`src/rtl/bm_pkg.sv`:
```
package bm_pkg;

    localparam int LW    = 36;
    localparam int SLOTS = 4;
    localparam int QW    = LW / SLOTS;
    localparam int HW    = LW / 2;
    localparam int CW    = $clog2(SLOTS);

    typedef logic [LW-1:0] lword_t;
    typedef logic [CW-1:0] slot_t;

    typedef enum logic [1:0] {
        BM_LONG    = 2'd0,
        BM_HALF    = 2'd1,
        BM_QUARTER = 2'd2
    } bm_mode_e;

    typedef struct packed {
        lword_t data;
        slot_t  seq;
        logic   live;
    } bm_hold_t;

    function automatic bm_mode_e decode_mode(input logic match_en, input logic half_sel);
        if (!match_en)
            return BM_LONG;
        return half_sel ? BM_HALF : BM_QUARTER;
    endfunction

    function automatic slot_t final_seq(input bm_mode_e m);
        case (m)
            BM_HALF:    return slot_t'(1);
            BM_QUARTER: return slot_t'(SLOTS - 1);
            default:    return slot_t'(0);
        endcase
    endfunction

    function automatic slot_t slot_of(input slot_t seq, input slot_t last, input logic big);
        return big ? slot_t'(last - seq) : seq;
    endfunction

    function automatic lword_t pick_piece(input lword_t w, input bm_mode_e m, input slot_t s);
        lword_t r;
        r = '0;
        case (m)
            BM_HALF:    r[HW-1:0] = w[int'(s[0]) * HW +: HW];
            BM_QUARTER: r[QW-1:0] = w[int'(s) * QW +: QW];
            default:    r = w;
        endcase
        return r;
    endfunction

    function automatic lword_t place_piece(input lword_t acc, input bm_mode_e m,
                                           input slot_t s, input lword_t p);
        lword_t r;
        r = acc;
        case (m)
            BM_HALF:    r[int'(s[0]) * HW +: HW] = p[HW-1:0];
            BM_QUARTER: r[int'(s) * QW +: QW]    = p[QW-1:0];
            default:    r = p;
        endcase
        return r;
    endfunction

endpackage

```
`src/rtl/bm_cfg_latch.sv`:
```
module bm_cfg_latch
    import bm_pkg::*;
(
    input  logic     clk,
    input  logic     rst,
    input  logic     match_en,
    input  logic     half_sel,
    input  logic     endian_sel,
    output bm_mode_e mode,
    output slot_t    last_seq,
    output logic     big_endian
);
    logic big_q;

    always_ff @(posedge clk) begin
        if (rst)
            big_q <= endian_sel;
    end

    always_comb begin
        mode       = decode_mode(match_en, half_sel);
        last_seq   = final_seq(mode);
        big_endian = big_q;
    end
endmodule

```
`src/rtl/bm_splitter.sv`:
```
module bm_splitter
    import bm_pkg::*;
(
    input  logic     clk,
    input  logic     rst,
    input  bm_mode_e mode,
    input  slot_t    last_seq,
    input  logic     big_endian,
    input  lword_t   in_data,
    input  logic     in_valid,
    output logic     in_ready,
    output lword_t   out_data,
    output logic     out_valid,
    input  logic     out_ready
);
    bm_hold_t st;
    logic     at_last;
    logic     out_fire;
    logic     take_in;

    always_comb begin
        at_last   = (st.seq == last_seq);
        out_fire  = st.live && out_ready;
        in_ready  = !st.live || (out_ready && at_last);
        take_in   = in_valid && in_ready;
        out_valid = st.live;
        out_data  = pick_piece(st.data, mode, slot_of(st.seq, last_seq, big_endian));
    end

    always_ff @(posedge clk) begin
        if (rst) begin
            st.live <= 1'b0;
            st.seq  <= '0;
            st.data <= '0;
        end else if (take_in) begin
            st.live <= 1'b1;
            st.seq  <= '0;
            st.data <= in_data;
        end else if (out_fire) begin
            if (at_last) begin
                st.live <= 1'b0;
                st.seq  <= '0;
            end else begin
                st.seq  <= st.seq + slot_t'(1);
            end
        end
    end
endmodule

```
`src/rtl/bm_assembler.sv`:
```
module bm_assembler
    import bm_pkg::*;
(
    input  logic     clk,
    input  logic     rst,
    input  bm_mode_e mode,
    input  slot_t    last_seq,
    input  logic     big_endian,
    input  lword_t   in_data,
    input  logic     in_valid,
    output logic     in_ready,
    output lword_t   out_data,
    output logic     out_valid,
    input  logic     out_ready
);
    bm_hold_t st;
    logic     fire;

    always_comb begin
        in_ready  = !st.live;
        fire      = in_valid && !st.live;
        out_valid = st.live;
        out_data  = st.data;
    end

    always_ff @(posedge clk) begin
        if (rst) begin
            st.live <= 1'b0;
            st.seq  <= '0;
            st.data <= '0;
        end else begin
            if (fire) begin
                st.data <= place_piece(st.data, mode,
                                       slot_of(st.seq, last_seq, big_endian), in_data);
                if (st.seq == last_seq) begin
                    st.seq  <= '0;
                    st.live <= 1'b1;
                end else begin
                    st.seq  <= st.seq + slot_t'(1);
                end
            end
            if (st.live && out_ready)
                st.live <= 1'b0;
        end
    end
endmodule

```
`src/rtl/bus_match_conv.sv`:
```
module bus_match_conv
    import bm_pkg::*;
(
    input  logic         clk,
    input  logic         rst,
    input  logic         cfg_match_en,
    input  logic         cfg_half_sel,
    input  logic         cfg_endian,
    input  logic [LW-1:0] lw_in_data,
    input  logic         lw_in_valid,
    output logic         lw_in_ready,
    output logic [LW-1:0] nw_out_data,
    output logic         nw_out_valid,
    input  logic         nw_out_ready,
    input  logic [LW-1:0] nw_in_data,
    input  logic         nw_in_valid,
    output logic         nw_in_ready,
    output logic [LW-1:0] lw_out_data,
    output logic         lw_out_valid,
    input  logic         lw_out_ready
);
    bm_mode_e mode;
    slot_t    last_seq;
    logic     big_endian;

    bm_cfg_latch u_cfg (
        .clk        (clk),
        .rst        (rst),
        .match_en   (cfg_match_en),
        .half_sel   (cfg_half_sel),
        .endian_sel (cfg_endian),
        .mode       (mode),
        .last_seq   (last_seq),
        .big_endian (big_endian)
    );

    bm_splitter u_split (
        .clk        (clk),
        .rst        (rst),
        .mode       (mode),
        .last_seq   (last_seq),
        .big_endian (big_endian),
        .in_data    (lw_in_data),
        .in_valid   (lw_in_valid),
        .in_ready   (lw_in_ready),
        .out_data   (nw_out_data),
        .out_valid  (nw_out_valid),
        .out_ready  (nw_out_ready)
    );

    bm_assembler u_asm (
        .clk        (clk),
        .rst        (rst),
        .mode       (mode),
        .last_seq   (last_seq),
        .big_endian (big_endian),
        .in_data    (nw_in_data),
        .in_valid   (nw_in_valid),
        .in_ready   (nw_in_ready),
        .out_data   (lw_out_data),
        .out_valid  (lw_out_valid),
        .out_ready  (lw_out_ready)
    );
endmodule

```
`config.mk`:
```
export PLATFORM = sky130hd
export DESIGN_NAME = bus_match_conv
export DESIGN_NICKNAME = d
export VERILOG_FILES = /design/src/rtl/bm_pkg.sv /design/src/rtl/bm_cfg_latch.sv /design/src/rtl/bm_splitter.sv /design/src/rtl/bm_assembler.sv /design/src/rtl/bus_match_conv.sv
export SDC_FILE = /design/constraint.sdc
export NUM_CORES = 1
export LEC_CHECK = 0
export ABC_AREA = 1
export BUFFER_PORTS_ARGS = -buffer_cell sky130_fd_sc_hd__buf_2
export CAP_MARGIN = 20
export CORE_MARGIN = 4
export CORE_UTILIZATION = 35
export CTS_CLUSTER_SIZE = 10
export DETAILED_ROUTE_END_ITERATION = 12
export PLACE_DENSITY = 0.63
export SYNTH_ARGS = -nofsm -noshare
export SYNTH_HDL_FRONTEND = slang
export SYNTH_SLANG_ARGS = --single-unit
```
`constraint.sdc`:
```
create_clock -name clk -period 3.35 [get_ports clk]
set_input_delay 0.335 -clock clk [delete_from_list [all_inputs] [get_ports clk]]
set_output_delay 0.335 -clock clk [all_outputs]
set_load 0.01 [all_outputs]
```
; Word-level counts from Yosys, hierarchy flattened
; Index checks and enable logic that the tools add are counted.
[classes]
n_addsub = 6
n_mul = 4
eq_ne = 4
n_shift = 6
muxes = 16
n_reduce_logical = 15
[op_table]
columns = op, count
row1 = $bwmux W36, 2
row2 = $pmux W36 S2, 1
row3 = $neg A32 Y33, 2
row4 = $pmux W9 S2, 2
row5 = $shift A18 B33 Y36 const A, 1
row6 = $shift A9 B33 Y36 const A, 1
row7 = $shiftx A18 B33 Y36, 1
row8 = $shiftx A36 B32 Y18, 1
row9 = $shiftx A36 B32 Y9, 1
row10 = $shiftx A9 B33 Y36, 1
row11 = $mux W18, 1
row12 = $mul A2 B4 Y6 const B, 2
row13 = $mux W2, 6
row14 = $mul A1 B4 Y5 const B, 2
row15 = $reduce_or A2 Y1, 3
row16 = $logic_and A1 B1 Y1, 5
row17 = $add A2 B1 Y2 const B, 2
row18 = $eq A2 B2 Y1, 2
row19 = $pmux W2 S2, 1
row20 = $reduce_and A2 Y1, 2
row21 = $reduce_bool A2 Y1, 2
row22 = $sub A2 B2 Y2, 2
row23 = $mux W1, 3
row24 = $eq A2 B1 Y1 const B, 1
row25 = 3 further kinds, 4
[totals]
regBits = 79

; Longest topological paths before layout
[depth]
word_depth = 11
mapped_depth = 16
mapped_depth_nobuf = 14

; Modules after synthesis
; From an unflattened synthesis, not the netlist that was laid out.
[hier_totals]
hier_cells = 921
hier_area_um2 = 5619.1
[modules_own_cells]
columns = mod, instances, cells_per_inst, area_each_um2, seq_area_each_um2
row1 = bm_assembler, 1, 466, 3004.1, 780.7
row2 = bm_splitter, 1, 448, 2556.2, 780.7
row3 = bm_cfg_latch, 1, 7, 58.8, 30.0

; Worst setup path before layout
; Ideal clock, no wire load.
[synth_timing]
path_kind = input to register
from = input port cfg_match_en
to = register u_asm.st, in the netlist u_asm.out_data[0]
t_arrival_ps = 2261
path_slack_ps = 969
stages = 15
path_buffers = 3
path_cell_list = inv_2 > nand2_1 > nand2_1 > nand2_1 > nand2_1 > inv_2 > buf_4 > buf_2 > ha_1 > clkbuf_1 > clkinv_1 > nand2_1 > o21ai_0 > a21oi_1 > a21oi_1
[synth_between]
elab_chain_cells = 10
word_cells_on_any_way = 17
classes_between = add/sub: 3 / mul: 2 / eq/ne: 2 / shift: 4 / mux: 6
[synth_lines]
columns = item, line_no
row1 = start: declaration, bus_match_conv.sv:6  ; input logic cfg_match_en,
row2 = $mux W2 (*), bm_pkg.sv:27  ; return half_sel ? BM_HALF : BM_QUARTER;
row3 = $eq A2 B2 Y1 / $eq A2 B1 Y1 (equally long branches), "bm_pkg.sv:31, bm_pkg.sv:57"
row4 = $pmux W2 S2, bm_pkg.sv:31  ; case (m)
row5 = $sub A2 B2 Y2, bm_pkg.sv:39  ; return big ? slot_t'(last - seq) : seq;
row6 = $mux W2, bm_pkg.sv:39
row7 = $mul A1 B4 Y5 / $mul A2 B4 Y6 (equally long branches), "bm_pkg.sv:58, bm_pkg.sv:59"
row8 = "$neg A32 Y33, on equally long branches", "bm_pkg.sv:58, bm_pkg.sv:59"
row9 = "$shiftx A18 B33 Y36, or another cell as far along", bm_pkg.sv:58  ; BM_HALF: r[int'(s[0]) * HW +: HW] = p[HW-1:0];
row10 = "$bwmux W36, on equally long branches", "bm_pkg.sv:58, bm_pkg.sv:59"
row11 = $pmux W36 S2 (*), bm_pkg.sv:57  ; case (m)
row12 = end: declaration, bm_assembler.sv:16  ; bm_hold_t st;
; Mark *: on every way between the ends. The rest lies on a longest branch, timed or not.
; A chain may end at the register's enable or synchronous reset.

; Worst setup path after layout
[layout_timing]
from = input port cfg_match_en
to = output port nw_out_data[5]
[layout_between]
elab_chain_cells = 8
word_cells_on_any_way = 11
classes_between = add/sub: 1 / mul: 2 / eq/ne: 2 / shift: 2 / mux: 4
[layout_lines]
columns = item, line_no
row1 = $mux W2 (*), bm_pkg.sv:27
row2 = $eq A2 B2 Y1 / $eq A2 B1 Y1 (equally long branches), "bm_pkg.sv:31, bm_pkg.sv:45"
row3 = $pmux W2 S2, bm_pkg.sv:31
row4 = $sub A2 B2 Y2, bm_pkg.sv:39
row5 = $mux W2, bm_pkg.sv:39
row6 = $mul A2 B4 Y6 / $mul A1 B4 Y5 (equally long branches), "bm_pkg.sv:47, bm_pkg.sv:46"
row7 = $shiftx A36 B32 Y9 / $shiftx A36 B32 Y18 (equally long branches), "bm_pkg.sv:47, bm_pkg.sv:46"
row8 = $pmux W9 S2 (*), bm_pkg.sv:45  ; case (m)
row9 = end: declaration, bus_match_conv.sv:12  ; output logic [LW-1:0] nw_out_data,
; Marks and branches as above.

==> flow_summary.json <==
{
  "drt_iter0_markers": 489,
  "clockBufferDepth": 2,
  "placed_area_um2": 6040,
  "ys_warn_count": 0,
  "path_clk_slew_ps": 60,
  "grt_pass1_vias": 5503,
  "antenna_found_initial": 0,
  "crit_path_end_kind": "output port",
  "synthesis.area_um2": 5460,
  "dieWidth_um": 133,
  "htree_levels": 3,
  "avgSynthCellArea_um2": 5.99,
  "slew_headroom": 0.463,
  "start_kind": "input port",
  "drt-pass1-iter-count": 5,
  "area_delta_synth_final_pct": 16.2,
  "layout_min_cycle_time_ps": 2750,
  "regArea_um2": 1590,
  "clk_latency_ps": 350,
  "initial_core_util": 0.358,
  "multi_input_area_um2": 2990,
  "drv_slew": 0,
  "place_congestion": 0.872,
  "setup_tns_ps": 0,
  "hold_viol": 0,
  "port_buffers": 156,
  "pre_cts_slack_ps": 559,
  "ant_nets": 0,
  "p_int_mw": 1.91,
  "utilization": 0.416,
  "crit_type": "input port to output port",
  "p_leak_nw": 3.05,
  "syn_nets": 994,
  "dp_hpwl_um": 13400,
  "final_area_um2": 6340,
  "drive_above_1_share": 0.198,
  "wirelength_um": 18700,
  "final_nets": 1077,
  "postCtsSetupBuffers": 0,
  "maxCapViolCount": 0,
  "synth_area_leader_cell": "dfxtp_1",
  "wire_per_inst_um": 15.5,
  "synth_top_flop_cell": "dfxtp_1",
  "synth_seq_cells": 79,
  "netSwitchingFraction": 0.366,
  "netlist_instances": 911,
  "grt_setup_unrepaired": "no",
  "io_pins": 157,
  "placement_rows": 45,
  "hold_path.class": "input port to flop",
  "yosysUniqueCellTypes": 27,
  "grt_max_degree": 49,
  "drc": 0,
  "totalPowerFinal_mw": 3.01,
  "setup_viol": 0,
  "synth_edf_count": 1,
  "ir_drop_mv": 0.238,
  "stdcell_count": 1210,
  "place_inst": 1194,
  "hold_slack_ps": 158,
  "synth_seq_area_share": 0.292,
  "clockPowerShare": 0.345,
  "die_h_um": 133,
  "root_buffer": "clkbuf_16",
  "core_area_um2": 15300,
  "seq_power_share": 0.367,
  "cts_hold_buf": 0,
  "grt_pass1_wl_um": 29300,
  "cp.required_ps": 3010,
  "cp.arrival_ps": 2410,
  "worstMarginPinSlew_ps": 800,
  "clock.fmax_mhz": 364,
  "power_frac_comb": 0.288,
  "route.vias.total": 6112,
  "grt_overflow": 0,
  "cp_max_fo": 34,
  "cts_tree": "done",
  "via_per_inst": 5.05,
  "synth_top_cell_area_share": 0.286,
  "p_per_area_nw_per_um2": 475,
  "status": "finished clean",
  "skew_ps": 4.50,
  "timing.final.crit_share": 0.820,
  "cts_buffers": 9,
  "ys_async_sr_fraction": 0,
  "fin_ws_ps": 603,
  "synth_area_leaders": "dfxtp_1, nand2_1, o21ai_0, a21oi_1, nor2_1",
  "fillers": 1707,
  "die_area_um2": 17700,
  "diodes": 0,
  "gr-usage-all-layers": 0.205,
  "ctsResizeCount": 0,
  "p_switching_mw": 1.10,
  "clock-sinks": 79
}
[final timing paths]
kind                     from  depth (start not counted)  slack, ps                  to
max              cfg_match_en                         13        600      nw_out_data[5]
min              lw_out_ready                          2        160     u_asm.out_valid
max reg2reg  u_cfg.big_endian                          8        960  u_asm.out_data[12]
min reg2reg     u_split.st[3]                          2        470       u_split.st[3]
[synth_stat cells, types with 4 or more instances]
library cell and count:
clkbuf_1 29, o211ai_1 9, a21oi_1 110, buf_2 20, inv_2 6, buf_4 41
nand2_1 185, o21ai_1 23, nor2_1 116, inv_1 73, buf_6 4, o21ai_0 133
nand3_1 63, dfxtp_1 78
[registers in the layout (all words and copies together) (netlist names)]
name and count:
u_split.st 38, u_asm.out_data 36, u_asm.st 2, u_asm.out_valid 1
u_cfg.big_endian 1, u_split.out_valid 1
[logic make-up after synthesis]
group                      Yosys count  synth area share
AOI/OAI and AO/OA                  278             0.260
adders and majority gates            2           0.00458
DFF                                 79             0.292
buffers and inverters              178             0.161
xor gates and xnor gates             1           0.00504
and+or+nand+nor                    373             0.278
[power groups by stage]
stage               registers [mW]  logic [mW]  clock network (mW)
CTS                           1.11       0.868                1.06
detailed placement            1.13       0.863                   0
global route                  1.12       0.979                1.09
finish                        1.11       0.868                1.04
floorplan                     1.10       0.648                   0
global placement              1.13       0.858                   0
[final cells by class]
class / count / area share
flip-flops and latches: 79 / 0.251
repair buffers: 168 / 0.139
clock inverters: 7 / 0.0124
multi-input cells: 654 / 0.472
inverters: 82 / 0.0485
clock buffers: 9 / 0.0355
well taps: 211 / 0.0416
[cells in the final DEF (no fill, tap or decap), drive strengths merged]
cell,count
xor2,1
ha,2
bufinv,1
nand3,63
nand4,1
nor3,2
edfxtp,1
nor4,1
inv,83
nor2,117
clkinv,4
o211ai,9
buf,168
a31oi,2
clkbuf,9
a211oi,1
dfxtp,78
nand2,189
o21ai,156
a21oi,110
clkinvlp,1
[routing by layer]
metal,GRT usage,routed length [um],vias up
met5,0,0,-
met4,0.0762,454,0
met3,0.0437,1450,24
met2,0.333,8720,250
met1,0.267,8080,2726
li1,-,-,3112
[critical path: stages]
cell,delay [ps]
buf_2,110
inv_2,380
nand2_1,130
nand2_1,100
nand2_1,50
nand2_1,60
buf_4,240
inv_2,260
nor2_1,220
o21ai_0,110
nand3_1,100
nand3_1,130
buf_2,180
Power figures use the tool's default switching activity.
